## src/rtl/sar_pkg.sv

```systemverilog
package sar_pkg;

  typedef enum logic [1:0] {
    PWR_ACTIVE = 2'd0,
    PWR_NAP    = 2'd1,
    PWR_SLEEP  = 2'd2
  } pwr_e;

  typedef enum logic [1:0] {
    PH_IDLE  = 2'd0,
    PH_CONV  = 2'd1,
    PH_SHIFT = 2'd2
  } phase_e;

endpackage

```

## src/rtl/sar_edge_sync.sv

```systemverilog
module sar_edge_sync #(
  parameter int N = 2
) (
  input  logic         clk,
  input  logic         rst,
  input  logic [N-1:0] lvl,
  output logic [N-1:0] rise
);

  logic [N-1:0] lvl_q;

  for (genvar i = 0; i < N; i++) begin : g_edge
    always_ff @(posedge clk) begin
      if (rst) lvl_q[i] <= 1'b0;
      else     lvl_q[i] <= lvl[i];
    end
    assign rise[i] = lvl[i] & ~lvl_q[i];
  end

endmodule

```

## src/rtl/sar_pwr_seq.sv

```systemverilog
module sar_pwr_seq
  import sar_pkg::*;
#(
  parameter int NAP_PULSES   = 2,
  parameter int SLEEP_PULSES = 4
) (
  input  logic clk,
  input  logic rst,
  input  logic sclk_lvl,
  input  logic conv_rise,
  input  logic busy,
  output pwr_e pwr_state,
  output logic start_req
);

  localparam int CW = $clog2(SLEEP_PULSES + 1);
  localparam logic [CW-1:0] NAP_C = CW'(NAP_PULSES);
  localparam logic [CW-1:0] SLP_C = CW'(SLEEP_PULSES);
  localparam logic [CW-1:0] ONE_C = CW'(1);

  pwr_e          pwr_q;
  logic [CW-1:0] cnt_q;
  logic [CW-1:0] cnt_inc;
  logic          wake_evt;
  logic          count_evt;

  assign cnt_inc   = cnt_q + ONE_C;
  assign wake_evt  = (pwr_q != PWR_ACTIVE) && sclk_lvl;
  assign count_evt = !sclk_lvl && conv_rise && !busy && (cnt_q != SLP_C);
  assign start_req = (pwr_q == PWR_ACTIVE) && !busy && sclk_lvl &&
                     (conv_rise || (cnt_q == ONE_C));
  assign pwr_state = pwr_q;

  always_ff @(posedge clk) begin
    if (rst) begin
      pwr_q <= PWR_ACTIVE;
      cnt_q <= '0;
    end else if (sclk_lvl) begin
      cnt_q <= '0;
      if (wake_evt) pwr_q <= PWR_ACTIVE;
    end else if (count_evt) begin
      cnt_q <= cnt_inc;
      if (cnt_inc == SLP_C)
        pwr_q <= PWR_SLEEP;
      else if ((cnt_inc == NAP_C) && (pwr_q == PWR_ACTIVE))
        pwr_q <= PWR_NAP;
    end
  end

  p_cnt_clear_r8: assert property (@(posedge clk) disable iff (rst)
    sclk_lvl |=> (cnt_q == '0));

  p_wake_r6: assert property (@(posedge clk) disable iff (rst)
    wake_evt |=> (pwr_q == PWR_ACTIVE));

  p_sleep_sticky_r5: assert property (@(posedge clk) disable iff (rst)
    ((pwr_q == PWR_SLEEP) && !sclk_lvl) |=> (pwr_q == PWR_SLEEP));

  p_busy_ignores_conv_r7: assert property (@(posedge clk) disable iff (rst)
    (busy && conv_rise && !sclk_lvl) |=> $stable(cnt_q));

  p_quiet_in_powerdown_r9: assert property (@(posedge clk) disable iff (rst)
    (pwr_q != PWR_ACTIVE) |-> !busy);

endmodule

```

## src/rtl/sar_engine.sv

```systemverilog
module sar_engine
  import sar_pkg::*;
#(
  parameter int W = 12
) (
  input  logic         clk,
  input  logic         rst,
  input  logic         start,
  input  logic         sclk_rise,
  input  logic         cmp_ge,
  output logic [W-1:0] dac_code,
  output logic         sdo,
  output logic         sdo_valid,
  output logic         busy
);

  localparam int IW = (W > 1) ? $clog2(W) : 1;
  localparam logic [IW-1:0] TOP = IW'(W - 1);

  function automatic logic [W-1:0] bit_mask(input logic [IW-1:0] i);
    logic [W-1:0] m;
    m = '0;
    m[i] = 1'b1;
    return m;
  endfunction

  function automatic logic [W-1:0] low_mask(input logic [IW-1:0] i);
    return bit_mask(i) - W'(1);
  endfunction

  function automatic logic [W-1:0] decide(input logic [W-1:0] code,
                                          input logic [IW-1:0] i,
                                          input logic keep);
    logic [W-1:0] r;
    r = keep ? code : (code & ~bit_mask(i));
    if (i != '0) r = r | bit_mask(i - IW'(1));
    return r;
  endfunction

  phase_e        phase_q;
  logic [W-1:0]  sar_q;
  logic [W-1:0]  sh_q;
  logic [IW-1:0] idx_q;
  logic [IW-1:0] shcnt_q;

  logic          trial_step;
  logic          last_trial;
  logic          shift_step;
  logic          last_shift;
  logic          begin_conv;
  logic [W-1:0]  sar_next;

  assign begin_conv = start && (phase_q == PH_IDLE);
  assign trial_step = (phase_q == PH_CONV) && sclk_rise;
  assign last_trial = trial_step && (idx_q == '0);
  assign shift_step = (phase_q == PH_SHIFT) && sclk_rise;
  assign last_shift = shift_step && (shcnt_q == TOP);
  assign sar_next   = decide(sar_q, idx_q, cmp_ge);

  always_ff @(posedge clk) begin
    if (rst) begin
      phase_q <= PH_IDLE;
      sar_q   <= '0;
      sh_q    <= '0;
      idx_q   <= '0;
      shcnt_q <= '0;
    end else if (begin_conv) begin
      phase_q <= PH_CONV;
      sar_q   <= bit_mask(TOP);
      idx_q   <= TOP;
    end else if (trial_step) begin
      sar_q <= sar_next;
      if (last_trial) begin
        phase_q <= PH_SHIFT;
        sh_q    <= sar_next;
        shcnt_q <= '0;
      end else begin
        idx_q <= idx_q - IW'(1);
      end
    end else if (shift_step) begin
      if (last_shift) begin
        phase_q <= PH_IDLE;
      end else begin
        sh_q    <= sh_q << 1;
        shcnt_q <= shcnt_q + IW'(1);
      end
    end
  end

  assign dac_code  = sar_q;
  assign sdo_valid = (phase_q == PH_SHIFT);
  assign sdo       = sdo_valid & sh_q[W-1];
  assign busy      = (phase_q != PH_IDLE);

  p_start_busy_r1: assert property (@(posedge clk) disable iff (rst)
    (start && !busy) |=> busy);

  p_trial_clean_r2: assert property (@(posedge clk) disable iff (rst)
    (phase_q == PH_CONV) |-> ((sar_q & low_mask(idx_q)) == '0));

  p_valid_after_last_r3: assert property (@(posedge clk) disable iff (rst)
    last_trial |=> (sdo_valid && (sdo == $past(sar_next[W-1]))));

  p_sdo_hold_r3: assert property (@(posedge clk) disable iff (rst)
    (sdo_valid && !sclk_rise) |=> $stable(sdo));

endmodule

```

## src/rtl/sar_adc_ctrl.sv

```systemverilog
module sar_adc_ctrl
  import sar_pkg::*;
#(
  parameter int W            = 12,
  parameter int NAP_PULSES   = 2,
  parameter int SLEEP_PULSES = 4
) (
  input  logic         clk,
  input  logic         rst,
  input  logic         sclk,
  input  logic         conv,
  input  logic         cmp_ge,
  output logic [W-1:0] dac_code,
  output logic         sdo,
  output logic         sdo_valid,
  output logic         busy,
  output logic [1:0]   pwr_state
);

  logic [1:0] rise;
  logic       sclk_rise;
  logic       conv_rise;
  logic       start_req;
  pwr_e       pwr_w;

  sar_edge_sync #(.N(2)) u_edges (
    .clk  (clk),
    .rst  (rst),
    .lvl  ({conv, sclk}),
    .rise (rise)
  );

  assign sclk_rise = rise[0];
  assign conv_rise = rise[1];

  sar_pwr_seq #(
    .NAP_PULSES   (NAP_PULSES),
    .SLEEP_PULSES (SLEEP_PULSES)
  ) u_pwr (
    .clk       (clk),
    .rst       (rst),
    .sclk_lvl  (sclk),
    .conv_rise (conv_rise),
    .busy      (busy),
    .pwr_state (pwr_w),
    .start_req (start_req)
  );

  sar_engine #(.W(W)) u_engine (
    .clk       (clk),
    .rst       (rst),
    .start     (start_req),
    .sclk_rise (sclk_rise),
    .cmp_ge    (cmp_ge),
    .dac_code  (dac_code),
    .sdo       (sdo),
    .sdo_valid (sdo_valid),
    .busy      (busy)
  );

  assign pwr_state = pwr_w;

endmodule

```

## config.mk

```make
export PLATFORM = sky130hd
export DESIGN_NAME = sar_adc_ctrl
export DESIGN_NICKNAME = d
export VERILOG_FILES = /design/src/rtl/sar_pkg.sv /design/src/rtl/sar_edge_sync.sv /design/src/rtl/sar_pwr_seq.sv /design/src/rtl/sar_engine.sv /design/src/rtl/sar_adc_ctrl.sv
export SDC_FILE = /design/constraint.sdc
export NUM_CORES = 1
export LEC_CHECK = 0
export ABC_AREA = 0
export BUFFER_PORTS_ARGS = -buffer_cell sky130_fd_sc_hd__buf_2
export CAP_MARGIN = 25
export CORE_AREA = 2 2 75 77
export DETAILED_ROUTE_END_ITERATION = 16
export DIE_AREA = 0 0 77 79
export PLACE_DENSITY_LB_ADDON = 0.12
export SYNTH_ARGS = -nofsm -noshare
export SYNTH_HDL_FRONTEND = slang
export SYNTH_SLANG_ARGS = --single-unit
```

## constraint.sdc

```tcl
create_clock -name clk -period 2.58 [get_ports clk]
set_input_delay 0.387 -clock clk [delete_from_list [all_inputs] [get_ports clk]]
set_output_delay 0.387 -clock clk [all_outputs]
set_load 0.01 [all_outputs]
```

==> qor.yml <==
syn2layout_area_growth_pct: 10.3
grt_use_total: 0.193
numCtsBuffers: 5
fin_area_um2: 2570
clkSinkCount: 41
vias_per_cell: 5.65
drt_iter0_drc: 105
slew_headroom: 0.519
crit_fanout: 13
clkTransAtPathRegs_ns: 0.08
ys_top_cells_by_area: "dfxtp_1 (35%), ha_1 (6.4%), a21oi_1 (6.2%), o32ai_1 (3.4%), nor2_1 (3.2%)"
dpl.hpwl_um: 3870
min_path_type: "in -> reg"
multi_input_area_um2: 1340
cp.arrival_ns: 2.41
clk_path_buf_depth: 2
setup_violations: 0
maxCapViolCount: 0
slowest_stage: "dfxtp_1"
clock_latency_ns: 0.29
mostFrequentLayoutCell: "dfxtp_1"
die_area_um2: 6080
remaining_drc_errors: 0
r2r_cells: 6
postPlaceCellArea_um2: 2470
critical_path.cell_chain: "inv_1, ha_1, nor3b_4, a22oi_2, nor2_2, o32ai_1"
power_frac_clock: 0.343
timing.rr.start: "u_engine.idx_q[0]$_SDFFE_PP0P_"
num_vias: 2068
grt_pass1_wl_um: 9450
drtPass1Iterations: 4
grt_setup_unrepaired: "no"
netlist_instances: 279
placed_cells: 358
path_buf_inv: 1
path_class: "reg -> reg"
yosysSeqAreaShare: 0.352
grt_pass1_vias: 1846
htree_levels: 2
gp_congestion: 0.829
drt_wl_total_um: 5520
slew_viol_final: 0
fin_util: 0.482
cp.required_ns: 2.78
n_antenna_cell: 0
cp-start-kind: "register"
synth_flop_cell: "dfxtp_1"
coreArea_um2: 5340
synth_area_um2: 2330
die_h_um: 79
p_leak_nw: 0.971
drive_gt1_frac: 0.153
syn_avg_cell_area_um2: 8.36
holdWs_ns: 0.314
fin_worst_skew_ns: 0.00233
endpoint_kind: "register"
async_flop_share: 0
fin_nets: 310
switching_share: 0.293
portBuffers: 21
r2r-end: "u_engine.sh_q[6]$_SDFFE_PP0P_"
synth_edf_count: 0
outcome: "finished clean"
combPwrFrac: 0.167
start_util: 0.437
fmax_mhz: 452
p_per_area_nw_per_um2: 536
postCtsSetupRepairBufs: 0
ios: 22
ys_warn_count: 0
hold_path_depth: 2
avgRoutedWirePerCell_um: 15.1
synth_nets: 296
final-instance-count-excl-fill: 366
rows: 27
regArea_um2: 821
peakVddDrop_mv: 0.261
synth-seq-cells: 41
antenna_found_initial: 0
rrSetupSlack_ns: 0.37
hold_start: "conv"
period_minus_slack_ns: 2.21
nFillCells: 537
finalCritPeriodShare: 0.857
tns_ns: 0
tightest_slew_ns: 0.720
sequentialPowerShare: 0.490
netSwitchingPower_w: 0.000404
crit_family: "compound AO/OA/AOI/OAI gates"
die_x_um: 77
hold_end: "u_edges.lvl_q[1]$_SDFF_PP0_"
ant_nets: 0
ys_types: 54
p_int_w: 0.000974
cpPeakStageDelay_ns: 0.49
gr-total-overflow: 0
cts_tree: "done"
ctsHoldBuffers: 0
layout_common_cells: "dfxtp_1 (41), a21oi_1 (29), buf_2 (21)"
cts_resized: 0
grt_max_degree: 25
synth_top_area_cell: "dfxtp_1"
hold_viol: 0
clockRootBuffer: "clkbuf_8"
synth_top_area_frac: 0.352
## power groups by stage
| stage | combinational [W] | sequential (W) | clock (W) |
|---|---|---|---|
| after floorplan | 0.000174 | 0.000686 | 0 |
| after global placement | 0.000229 | 0.000689 | 0 |
| after detailed placement | 0.000228 | 0.000690 | 0 |
| after CTS | 0.000229 | 0.000675 | 0.000488 |
| after global routing | 0.000256 | 0.000679 | 0.000514 |
| final | 0.000230 | 0.000675 | 0.000473 |
## worst max-delay path by stage
stage / from / end / cells past startpoint
after floorplan: u_engine.idx_q[0]$_SDFFE_PP0P_ / u_engine.sh_q[1]$_SDFFE_PP0P_ / 7
after global placement: u_engine.idx_q[0]$_SDFFE_PP0P_ / u_engine.shcnt_q[3]$_SDFFE_PP0P_ / 6
after detailed placement: u_engine.idx_q[0]$_SDFFE_PP0P_ / u_engine.sh_q[6]$_SDFFE_PP0P_ / 6
after CTS: u_engine.idx_q[0]$_SDFFE_PP0P_ / u_engine.sh_q[6]$_SDFFE_PP0P_ / 6
after global routing: u_engine.idx_q[0]$_SDFFE_PP0P_ / u_engine.sh_q[3]$_SDFFE_PP0P_ / 6
final: u_engine.idx_q[0]$_SDFFE_PP0P_ / u_engine.sh_q[6]$_SDFFE_PP0P_ / 6
## synth_stat cells, types with 2 or more instances
cell       count
o31ai_1        2
nor2b_1        8
inv_1         19
or4_1          4
or3b_2         2
or3_1          4
buf_2          6
nand4_1        5
nor3_1        15
nor2_1        20
ha_1          12
nand3b_1       2
o211a_1        2
nor3b_1        3
a221oi_2       3
clkbuf_1      10
o32ai_1        9
a31oi_1        4
buf_4          3
nand3_1       11
nand4bb_1      4
a221oi_1       2
nand2b_1       2
and2_1         2
o21ai_0       13
xor2_1         2
dfxtp_1       41
a2111o_1       2
o21a_1         2
nand2_1       13
a21oi_1       29
## flip-flops by register name, indices dropped and copies added (netlist names)
signal,count
u_pwr.pwr_state,2
u_edges.lvl_q,2
u_engine.idx_q,4
u_engine.shcnt_q,4
u_engine.sh_q,12
u_pwr.cnt_q,3
u_engine.dac_code,12
u_engine.phase_q,2
## through the flow
step	setup WS, ns	total power, W
3_3_place_gp	0.495	0.000918
6_report	0.369	0.00138
3_5_place_dp	0.370	0.000918
5_1_grt	0.138	0.00145
4_1_cts	0.350	0.00139
2_1_floorplan	0.687	0.000860
## cells by family (layout without fill, tap and decap cells)
group | after synthesis | count (layout) | share of synthesized area
flops | 41 | 41 | 0.352
buf+inv | 39 | 54 | 0.0740
simple gates | 102 | 102 | 0.251
xor+xnor | 3 | 3 | 0.0113
mux | 1 | 1 | 0.00429
compound gates | 81 | 81 | 0.243
fa+ha+maj | 12 | 12 | 0.0644
## routing by layer
metal | global-route usage | routed length [um] | vias up | share of wire
met5 | 0 | 0 | - | 0
met2 | 0.297 | 2430 | 49 | 0.44
met4 | 0.0536 | 53 | 0 | 0.0096
li1 | - | - | 1053 | -
met3 | 0.0341 | 253 | 7 | 0.046
met1 | 0.279 | 2790 | 959 | 0.50
## final cells by class
class | count | share of cell area
clock inverters | 1 | 0.00195
multi-input cells | 199 | 0.520
repair buffers | 27 | 0.0584
clock buffers | 7 | 0.0375
inverters | 19 | 0.0277
well taps | 72 | 0.0350
flip-flops and latches | 41 | 0.319
No activity file was read; power rests on OpenSTA's default activity.
